==> src/rtl/pmr_pkg.sv <==
`timescale 1ns/1ps
package pmr_pkg;

  // Sequencer phases of the reducer.
  typedef enum logic [0:0] {
    PH_IDLE = 1'b0,
    PH_FOLD = 1'b1
  } pmr_phase_e;

  // Folding constant: distance from the modulus up to the next power of two.
  function automatic logic [31:0] pmr_fold_const(input int unsigned k, input logic [31:0] m);
    pmr_fold_const = (32'd1 << k) - m;
  endfunction

endpackage

==> src/rtl/pmr_csa_cell.sv <==
`timescale 1ns/1ps
// One product cell: two-bit result of x*y + z + w.
module pmr_csa_cell (
  input  logic x_i,
  input  logic y_i,
  input  logic z_i,
  input  logic w_i,
  output logic s_o,
  output logic c_o
);
  logic pp;

  assign pp  = x_i & y_i;
  assign s_o = pp ^ z_i ^ w_i;
  assign c_o = (pp & z_i) | (pp & w_i) | (z_i & w_i);
endmodule

==> src/rtl/pmr_csa_mult.sv <==
`timescale 1ns/1ps
// Unsigned carry-save array multiplier, one cell row per multiplier bit,
// closed by a single carry-propagate addition.
module pmr_csa_mult #(
  parameter int unsigned QW = 56,
  parameter int unsigned AW = 7
) (
  input  logic [QW-1:0]    mcand_i,
  input  logic [AW-1:0]    mplier_i,
  output logic [QW+AW-1:0] prod_o
);
  localparam int unsigned LAST = AW - 1;

  for (genvar j = 0; j < AW; j++) begin : g_row
    logic [QW-1:0] s_v;
    logic [QW-1:0] c_v;

    if (j == 0) begin : g_first
      assign s_v = mcand_i & {QW{mplier_i[0]}};
      assign c_v = '0;
    end else begin : g_next
      for (genvar i = 0; i < QW; i++) begin : g_cell
        logic z_b;
        if (i == QW - 1) begin : g_edge
          assign z_b = 1'b0;
        end else begin : g_inner
          assign z_b = g_row[j-1].s_v[i+1];
        end
        pmr_csa_cell u_cell (
          .x_i (mcand_i[i]),
          .y_i (mplier_i[j]),
          .z_i (z_b),
          .w_i (g_row[j-1].c_v[i]),
          .s_o (s_v[i]),
          .c_o (c_v[i])
        );
      end
    end

    // The lowest sum bit of each row is final.
    assign prod_o[j] = s_v[0];
  end

  // Resolve the remaining carry-save pair above the last row.
  assign prod_o[QW+AW-1:AW] = {1'b0, g_row[LAST].s_v[QW-1:1]} + g_row[LAST].c_v;
endmodule

==> src/rtl/pmr_fold_step.sv <==
`timescale 1ns/1ps
// One fold: r + q*2^K  ->  r' + q'*2^K, equal modulo 2^K - a.
module pmr_fold_step #(
  parameter int unsigned K  = 8,
  parameter int unsigned QW = 56
) (
  input  logic [K-1:0]  r_i,
  input  logic [QW-1:0] q_i,
  input  logic [K-2:0]  a_i,
  output logic [K-1:0]  r_o,
  output logic [QW-1:0] q_o
);
  localparam int unsigned AW = K - 1;
  localparam int unsigned PW = QW + AW;

  logic [PW-1:0] prod;
  logic [K:0]    low_sum;

  pmr_csa_mult #(.QW(QW), .AW(AW)) u_mult (
    .mcand_i  (q_i),
    .mplier_i (a_i),
    .prod_o   (prod)
  );

  assign low_sum = {1'b0, r_i} + {1'b0, prod[K-1:0]};
  assign r_o     = low_sum[K-1:0];
  // Carry out of the low sum rides along with the product's upper bits.
  assign q_o     = {1'b0, prod[PW-1:K]} + {{(QW-1){1'b0}}, low_sum[K]};
endmodule

==> src/rtl/pmr_final_sub.sv <==
`timescale 1ns/1ps
// Single conditional subtraction bringing r < 2^K into [0, m).
module pmr_final_sub #(
  parameter int unsigned K = 8
) (
  input  logic [K-1:0] r_i,
  input  logic [K-1:0] m_i,
  output logic [K-1:0] z_o
);
  assign z_o = (r_i >= m_i) ? (r_i - m_i) : r_i;
endmodule

==> src/rtl/pmr_reducer.sv <==
`timescale 1ns/1ps
module pmr_reducer
  import pmr_pkg::*;
#(
  parameter int unsigned   N   = 64,
  parameter int unsigned   K   = 8,
  parameter logic [K-1:0]  MOD = 8'hEF
) (
  input  logic         clk,
  input  logic         rst_n,
  input  logic         in_valid,
  output logic         in_ready,
  input  logic [N-1:0] in_x,
  output logic         out_valid,
  output logic [K-1:0] out_z
);
  localparam int unsigned  QW      = N - K;
  localparam int unsigned  AW      = K - 1;
  localparam logic [31:0]  A_FULL  = pmr_fold_const(K, 32'(MOD));
  localparam logic [AW-1:0] A_C    = A_FULL[AW-1:0];

  pmr_phase_e    phase_q;
  logic [K-1:0]  r_q;
  logic [QW-1:0] q_q;
  logic [K-1:0]  r_nx;
  logic [QW-1:0] q_nx;
  logic [K-1:0]  z_fin;
  logic          q_zero;
  logic          accept;
  logic          ov_q;
  logic [K-1:0]  z_q;

  assign in_ready = (phase_q == PH_IDLE);
  assign accept   = in_valid && in_ready;
  assign q_zero   = (q_q == '0);

  pmr_fold_step #(.K(K), .QW(QW)) u_fold (
    .r_i (r_q),
    .q_i (q_q),
    .a_i (A_C),
    .r_o (r_nx),
    .q_o (q_nx)
  );

  pmr_final_sub #(.K(K)) u_fix (
    .r_i (r_q),
    .m_i (MOD),
    .z_o (z_fin)
  );

  always_ff @(posedge clk or negedge rst_n) begin
    if (!rst_n) begin
      phase_q <= PH_IDLE;
      r_q     <= '0;
      q_q     <= '0;
      ov_q    <= 1'b0;
      z_q     <= '0;
    end else begin
      ov_q <= 1'b0;
      unique case (phase_q)
        PH_IDLE: begin
          if (accept) begin
            r_q     <= in_x[K-1:0];
            q_q     <= in_x[N-1:K];
            phase_q <= PH_FOLD;
          end
        end
        PH_FOLD: begin
          if (q_zero) begin
            z_q     <= z_fin;
            ov_q    <= 1'b1;
            phase_q <= PH_IDLE;
          end else begin
            r_q <= r_nx;
            q_q <= q_nx;
          end
        end
        default: phase_q <= PH_IDLE;
      endcase
    end
  end

  assign out_valid = ov_q;
  assign out_z     = z_q;
endmodule

==> config.mk <==
export PLATFORM = sky130hd
export DESIGN_NAME = pmr_reducer
export DESIGN_NICKNAME = d
export VERILOG_FILES = /design/src/rtl/pmr_pkg.sv /design/src/rtl/pmr_csa_cell.sv /design/src/rtl/pmr_csa_mult.sv /design/src/rtl/pmr_fold_step.sv /design/src/rtl/pmr_final_sub.sv /design/src/rtl/pmr_reducer.sv
export SDC_FILE = /design/constraint.sdc
export NUM_CORES = 1
export LEC_CHECK = 0
export ABC_AREA = 1
export BUFFER_PORTS_ARGS = -buffer_cell sky130_fd_sc_hd__buf_2
export CORE_MARGIN = 2
export CORE_UTILIZATION = 45
export DETAILED_ROUTE_END_ITERATION = 8
export PLACE_DENSITY = 0.61
export SLEW_MARGIN = 10
export SYNTH_ARGS = -nofsm -noshare
export SYNTH_HDL_FRONTEND = slang
export SYNTH_SLANG_ARGS = --single-unit
==> constraint.sdc <==
create_clock -name clk -period 4.15 [get_ports clk]
set_clock_uncertainty 0.1 [all_clocks]
set_input_delay 0.2075 -clock clk [delete_from_list [all_inputs] [get_ports clk]]
set_output_delay 0.2075 -clock clk [all_outputs]
set_load 0.01 [all_outputs]
==> summary.md, run 1 <==
| Metric | Value |
|---|---|
| Setup violators final | `0` |
| Avg Cell Area, Syn | `5.96 sq um` |
| Die Wd | `170 um` |
| Critical Path End Type | `flop` |
| TritonCTS clock tree | `done` |
| Hold Crit Start | `in_x[63]` |
| Vias per inst | `5.31` |
| Most frequent cell after synthesis | `nand2_1` |
| Synth area leader | `ha_1` |
| Post-DR wirelength/cell | `17.8 um` |
| Number of global-route vias before repair | `13,600` |
| Diode count | `0` |
| Layout Nets | `2,746` |
| Clk slew on worst S/H paths | `0.07 ns` |
| Overflow after GRT | `0` |
| Ys Warns | `0` |
| Share of cells above drive strength 1 | `33.5%` |
| DP Area | `0.0152 sq mm` |
| Worst min-delay path endpoint | `q_q[55]` |
| WP data arrival | `4.26 ns` |
| RR Startpoint | `q_q[5]` |
| CP Max Fanout | `5` |
| Worst setup SP type | `flop` |
| DP Wirelength | `40,900 um` |
| Setup Crit Path Kind | `reg2reg` |
| Die area | `0.0291 sq mm` |
| TritonRoute pass-1 iters | `7` |
| Sequential area share after synthesis | `14.8%` |
| Critical Path RT | `4.29 ns` |
| DRC viols | `0` |
| Final hold slack | `0.00683 ns` |
| Worst-Skew Late Latency | `0.35 ns` |
| Gp weighted congestion | `0.971` |
| Hold Crit Class | `in2reg` |
| Max Fclk | `243 MHz` |
| Slew @ Worst Pin | `1.03 ns` |
| CTS root buf | `clkbuf_16` |
| CTS Buffer Depth | `2` |
| First-pass GRT wire length | `72,700 um` |
| H-tree Lvls | `3` |
| Setup Slack @ Placement | `-0.181 ns` |
| Reg-to-Reg End | `q_q[44]` |
| Internal reg-to-reg setup slack | `0.03 ns` |
| FP Rows | `60` |
| Remaining antenna violation count | `0` |
| Period Utilization, post-route | `99.2%` |
| Clk sinks | `74` |
| Syn Nets | `2,380` |
| Cts bufs inserted | `9` |
| Outcome | `finished clean` |
| Total Wirelength | `50,400 um` |
| Worst reg-to-reg path cell count | `25` |
| Commonest cells in the netlist | `nand2_1 (723), inv_1 (313), nor2_1 (245), ha_1 (219), nand3_1 (135)` |
| Primary FF master, synth | `dfrtp_1` |
| Port-buffer cells | `76` |
| Cells after Synth | `2,092` |
| Final Hold Fails | `0` |
| Largest net degree at the start of global routing | `75` |
| Design Area, Final | `0.0179 sq mm` |
| Final worst path period need | `4.12 ns` |
| Cell Area, Synth | `0.0125 sq mm` |
| Die Ht | `170 um` |
| Final WS setup | `0.0315 ns` |
| Area contributors post-synth | `ha_1 (22%), nand2_1 (22%), dfrtp_1 (15%), inv_1 (9.4%), nor2_1 (7.4%)` |
| Max-slew violations | `0` |
| Synth cell types | `44` |
| Initial core utilization | `46.0%` |
| DR iter-0 viols | `1,131` |
| Post-synth ARST share | `100%` |
| Post-synth EDFFs | `0` |
| Worst rel slew slack | `31.3%` |
| Post-synth top area share | `22.0%` |
| Vias | `15,100` |
| Yosys reg bits | `74` |
| RSZ-0062 raised after global routing | `yes` |
| Max cap viols | `0` |
| Util after Layout | `65.9%` |
| Core box area | `0.0271 sq mm` |
| Area Overhead vs Synth | `43.2%` |
| GRT Total Usage | `33.0%` |
| Io pins | `77` |
| Worst Hold Depth | `3` |
| Initial antenna violation count | `1` |
state kept, by name, summed over array words and instances, names as in the netlist:
register   count
out_z          8
out_valid      1
q_q           56
phase_q        1
r_q            8
layout make-up:
| type | instances | area, sq um |
|---|---|---|
| Timing Repair Buffer | 383 | 2720 |
| Clock buffer | 9 | 225 |
| Multi-Input combinational cell | 1665 | 11200 |
| Sequential cell | 74 | 1890 |
| Clock inverter | 7 | 82.6 |
| Inverter | 325 | 1220 |
| Fill cell | 2470 | 9250 |
| Tap cell | 372 | 465 |
kinds of logic after synthesis:
kind of cell	Yosys count	share of synthesized area (%)
mux	2	0.171
compound gates	158	7.15
buf+inv	353	10.6
flops	74	14.8
simple gates	1258	43.1
fa+ha+maj	221	22.3
xor+xnor	26	1.83
cell usage in the layout (no fill, tap or decap), drive strengths merged, types with 6 or more instances in the layout:
cell         synthesis  final
o21bai               9      9
nand2              747    747
nor3                19     19
inv                324    328
dlygate4sd3          0      6
o211ai              10     10
o22ai                6      6
and2                 6      6
dfrtp               74     74
ha                 219    219
nand4               49     49
a31oi                6      6
nor2               272    272
clkbuf              23      9
xor2                17     17
o21ai               55     55
xnor2                9      9
buf                  5    377
a21oi               61     61
nand3              141    141
nor4                17     17
per-stage QoR:
step                      std cells  TNS [ns]
after floorplan                2092         0
after global placement         2774     -1.97
after detailed placement       2774     -2.87
after CTS                      2805   -0.0257
after global routing           2835     -1.38
final                          2835         0
routing by layer:
metal  vias to the layer above  GRT usage, %  part of all wire, %
met5                         -             0                    0
met4                         0          9.59                  3.4
met3                       105          4.58                  7.3
met2                       563          52.7                   44
met1                      6966          46.2                   45
li1                       7418             -                    -
repair_timing:
action | 4_1_cts | 5_1_grt
endpoints found under the setup margin | 29 | 40
resized for setup | 57 | 377
hold buffers | 6 | 0
endpoints found under the hold margin | 79 | 0
pin swaps | 13 | 90
setup buffers | 9 | 30
how the worst max path moves through the flow:
stage | slack [ns] | start | cells past startpoint | to
floorplan | 0.37 | q_q[3] | 23 | q_q[24]
global placement | -0.15 | q_q[32] | 23 | q_q[50]
detailed placement | -0.18 | q_q[32] | 23 | q_q[43]
CTS | -0.03 | q_q[7] | 23 | q_q[50]
global route | -0.1 | q_q[5] | 22 | q_q[21]
finish | 0.03 | q_q[5] | 25 | q_q[44]
critical path: stages, from the launching register on:
cell	delay, ns
dfrtp_2	0.48
ha_1	0.32
ha_1	0.31
ha_1	0.31
ha_4	0.30
nand2_1	0.06
nand2_1	0.12
inv_2	0.07
nand2_4	0.11
nand2_2	0.07
nand2_4	0.12
buf_4	0.13
xor2_1	0.18
nand2_1	0.12
nor2_4	0.14
nand2_2	0.10
nor2_4	0.12
nand2_4	0.09
nor2_8	0.14
nand2_4	0.08
nor2_4	0.17
nand3_1	0.09
nand2_1	0.08
nand2_1	0.05
nand2_1	0.08
nand2_1	0.05
Power of run 1 is not shown: default switching activity piles up to over one toggle a cycle in this logic, so the estimate is an artifact.
==> run 2: changes to the inputs <==
CORE_UTILIZATION = 64   (was 45)
PLACE_DENSITY = 0.82   (was 0.61)
TNS_END_PERCENT = 5   (was default)
==> run 2 against run 1 <==
Net effect:
- the flow now stops in global routing (5_1_grt)
- synthesized area is the same
- synthesized cell count is the same
==> summary.md, run 2 <==
| Metric | Value |
|---|---|
| Synth Area in Simple Gates | `43.1% (unchanged)` |
| Primary FF master, synth | `dfrtp_1` |
| Outcome | `aborted with a tool error` |
| Most frequent cell after synthesis | `nand2_1` |
| XOR/XNOR share of the synthesized area | `1.83% (unchanged)` |
| Adder-cell area share of the yosys netlist | `22.3% (unchanged)` |
| Inst Count DP | `2,619 (-5.6%)` |
| Die Ht | `144 um (-16%)` |
| Port-buffer cells | `76 (unchanged)` |
| CTS root buf | `clkbuf_16` |
| Worst Endpoint after GRT Repair | `q_q[42]$_DFFE_PN0P_/D` |
| Area contributors post-synth | `ha_1 (22%), nand2_1 (22%), dfrtp_1 (15%), inv_1 (9.4%), nor2_1 (7.4%)` |
| Synth area leader | `ha_1` |
| Synth cell types | `44 (unchanged)` |
| Gp weighted congestion | `1.00 (+3.3%)` |
| Ys Warns | `0 (unchanged)` |
| Largest family of logic cells by synthesized area | `simple AND/OR/NAND/NOR gates` |
| Mux share of post-synthesis cell area | `0.171% (unchanged)` |
| Error Message | `[ERROR GRT-0232] Routing congestion too high. Check the congestion heatmap in the GUI.` |
| Post-synth EDFFs | `0 (unchanged)` |
| Syn Nets | `2,380 (unchanged)` |
| Overflow after GRT | `399` |
| Post-synth ARST share | `100% (unchanged)` |
| Largest net degree at the start of global routing | `87` |
| Die Wd | `144 um (-16%)` |
| CTS Buffer Depth | `2 (unchanged)` |
| Commonest cells in the netlist | `nand2_1 (723), inv_1 (313), nor2_1 (245), ha_1 (219), nand3_1 (135)` |
| Exit stage | `global routing (5_1_grt)` |
| Initial core utilization | `64.7% (+19 points)` |
| Avg Cell Area, Syn | `5.96 sq um (unchanged)` |
| Synth Area in Compound Gates | `7.15% (unchanged)` |
| WEP type | `register input` |
| DP Wirelength | `40,100 um (-1.8%)` |
| Cts bufs inserted | `9 (unchanged)` |
| Yosys reg bits | `74 (unchanged)` |
| Sequential area share after synthesis | `14.8% (unchanged)` |
| H-tree Lvls | `3 (unchanged)` |
| Cells after Synth | `2,092 (unchanged)` |
| Post-synth top area share | `22.0% (unchanged)` |
| Io pins | `77 (unchanged)` |
| FP Rows | `51 (-15%)` |
| Clk sinks | `74 (unchanged)` |
| GRT Total Usage | `88.3%` |
| Cell Area, Synth | `0.0125 sq mm (unchanged)` |
==> run 2: cell counts after synthesis <==
Identical to the previous run, type by type.
==> run 2: kinds of logic after synthesis <==
group	after synthesis
and+or+nand+nor	1258
buffers and inverters	353
adders and majority gates	221
AOI/OAI and AO/OA	158
DFF	74
xor gates and xnor gates	26
muxes	2
==> run 2: routing by layer <==
metal  overflow  global-route usage, %
met5          8                   61.2
met4        122                   92.6
met3         14                   76.7
met2        247                    102
met1          8                   84.3
==> run 2: through the flow <==
stage / area (sq um) / TNS (ns) / utilization [%] / worst slack [ns]
after CTS: 15500 / -0.0611 / 80.6 / -0.0256
after detailed placement: 14700 / -3.81 / 76.3 / -0.310
after global placement: 14700 / -1.44 / 76.3 / -0.262
after floorplan: 12500 / 0 / - / 0.371
==> run 2: timing repair <==
action	CTS
endpoints found under the setup margin	38
resized for setup	88
setup buffers	15
pin swaps	14
hold endpoints to repair	74
hold buffers	1
==> run 3: changes to the inputs <==
CORE_UTILIZATION = 40   (was 64)
PLACE_DENSITY = default   (was 0.82)
PLACE_DENSITY_LB_ADDON = 0.15   (was default)
==> run 3 against run 2 <==
Net effect:
- the run now ends clean
==> summary.md, run 3 (synthesis gave the netlist of run 1 again) <==
| Metric | Value |
|---|---|
| Final WS setup | `0.0658 ns` |
| Post-DR wirelength/cell | `17.9 um` |
| First-pass GRT wire length | `76,100 um` |
| Slew @ Worst Pin | `1.01 ns` |
| Cts bufs inserted | `9 (unchanged)` |
| Port-buffer cells | `76 (unchanged)` |
| Layout Nets | `2,742` |
| Io pins | `77 (unchanged)` |
| Diode count | `0` |
| Share of cells above drive strength 1 | `34.3%` |
| Most common cell after layout, fill and taps aside | `nand2_1` |
| Most frequent cells in the layout | `nand2_1 (616), inv_1 (300), buf_4 (296), nor2_1 (155), ha_1 (139)` |
| Die Wd | `181 um (+26%)` |
| Die Ht | `181 um (+26%)` |
| Clk sinks | `74 (unchanged)` |
| Core box area | `0.0307 sq mm` |
| Outcome | `finished clean` |
| CTS Buffer Depth | `2 (unchanged)` |
| Setup violators final | `0` |
| RSZ-0062 raised after global routing | `yes` |
| Setup Slack @ Placement | `-0.305 ns (+0.00441 ns)` |
| TritonCTS clock tree | `done` |
| Remaining antenna violation count | `0` |
| Post-Layout Cell Count | `2,855` |
| Clk slew on worst S/H paths | `0.07 ns` |
| Vias | `15,000` |
| Inst Count DP | `2,799 (+6.9%)` |
| Overflow after GRT | `0` |
| Gp weighted congestion | `0.963 (-4.1%)` |
| DR iter-0 viols | `1,031` |
| Critical Path RT | `4.30 ns` |
| Final Hold Fails | `0` |
| Final worst path period need | `4.08 ns` |
| Max-slew violations | `0` |
| Area Overhead vs Synth | `43.4%` |
| DRC viols | `0` |
| Largest register FFs | `56` |
| Period Utilization, post-route | `98.4%` |
| FP Rows | `64 (+25%)` |
| TritonRoute pass-1 iters | `5` |
| Die area | `0.0326 sq mm` |
| Worst-Skew Late Latency | `0.35 ns` |
| DP Wirelength | `41,800 um (+4.2%)` |
| Worst setup SP type | `flop` |
| Setup Crit Path Kind | `reg2reg` |
| Final hold slack | `0.00861 ns` |
| Initial antenna violation count | `0` |
| Critical Path End Type | `flop` |
| Max Fclk | `245 MHz` |
| WP data arrival | `4.23 ns` |
| Largest net degree at the start of global routing | `84` |
| Hold Crit Class | `in2reg` |
| Initial core utilization | `40.7% (-24 points)` |
| CTS root buf | `clkbuf_16` |
| Worst rel slew slack | `32.5%` |
| Total Wirelength | `51,200 um` |
| Setup TNS | `0 ns` |
| Vias per inst | `5.25` |
| Largest reg by FF count | `q_q` |
| Number of global-route vias before repair | `13,900` |
| CP Max Fanout | `6` |
| H-tree Lvls | `3 (unchanged)` |
| GRT Total Usage | `29.8%` |
| Max cap viols | `0` |
run 3: critical path, cell delays in order (launching register included):
cell and delay (ns):
dfrtp_1 0.42, ha_1 0.34, ha_2 0.31, ha_2 0.21
ha_4 0.17, fa_2 0.40, nand3_4 0.11, buf_4 0.13
nor2_4 0.05, nand2_1 0.09, nand3_2 0.12, nand2_1 0.09
nand2_1 0.12, nor2_2 0.24, nand3_4 0.11, nor2_4 0.19
nand2_4 0.11, buf_4 0.15, nor2_2 0.17, nand2_1 0.07
nand2_1 0.06, nand3_1 0.06, nand2_1 0.10, nand2_1 0.05
run 3: final timing paths:
| path | start | to | slack [ns] | depth (start not counted) |
|---|---|---|---|---|
| min reg2reg | out_z[6] | out_z[6] | 0.38 | 2 |
| min | in_x[25] | q_q[17] | 0.009 | 3 |
| max reg2reg | q_q[6] | q_q[43] | 0.07 | 23 |
| max in group asynchronous | rst_n | q_q[46] | 2.75 | 2 |
| max | q_q[6] | q_q[43] | 0.07 | 23 |
| min in group asynchronous | rst_n | q_q[4] | 0.47 | 2 |
run 3: cell type report:
| type | count | area [sq um] |
|---|---|---|
| Tap cell | 396 | 495 |
| Timing Repair Buffer | 379 | 2690 |
| Multi-Input combinational cell | 1665 | 11300 |
| Sequential cell | 74 | 1900 |
| Clock inverter | 7 | 77.6 |
| Clock buffer | 9 | 225 |
| Inverter | 325 | 1220 |
| Fill cell | 2971 | 12800 |
run 3: repair_timing:
action,in CTS,in global routing
endpoints found under the setup margin,36,39
gates resized for setup,50,401
hold buffers,3,0
endpoints found under the hold margin,76,0
pin swaps,2,100
buffers inserted,1,36
run 3: routing by layer:
layer	up-vias	GRT usage (%)	share of wire [%]
li1	7405	-	-
met1	7015	43.9	47
met2	493	46.7	44
met3	78	2.71	5.7
met4	0	7.48	2.6
met5	-	0	0
run 3: per-stage QoR:
| step | util, % | area, sq um |
|---|---|---|
| after floorplan | - | 12500 |
| after detailed placement | 49.7 | 15200 |
| after global routing | 58.3 | 17900 |
| after CTS | 51.3 | 15700 |
| after global placement | 49.7 | 15200 |
| final | 58.3 | 17900 |
Power of run 3 is left out for the same reason.
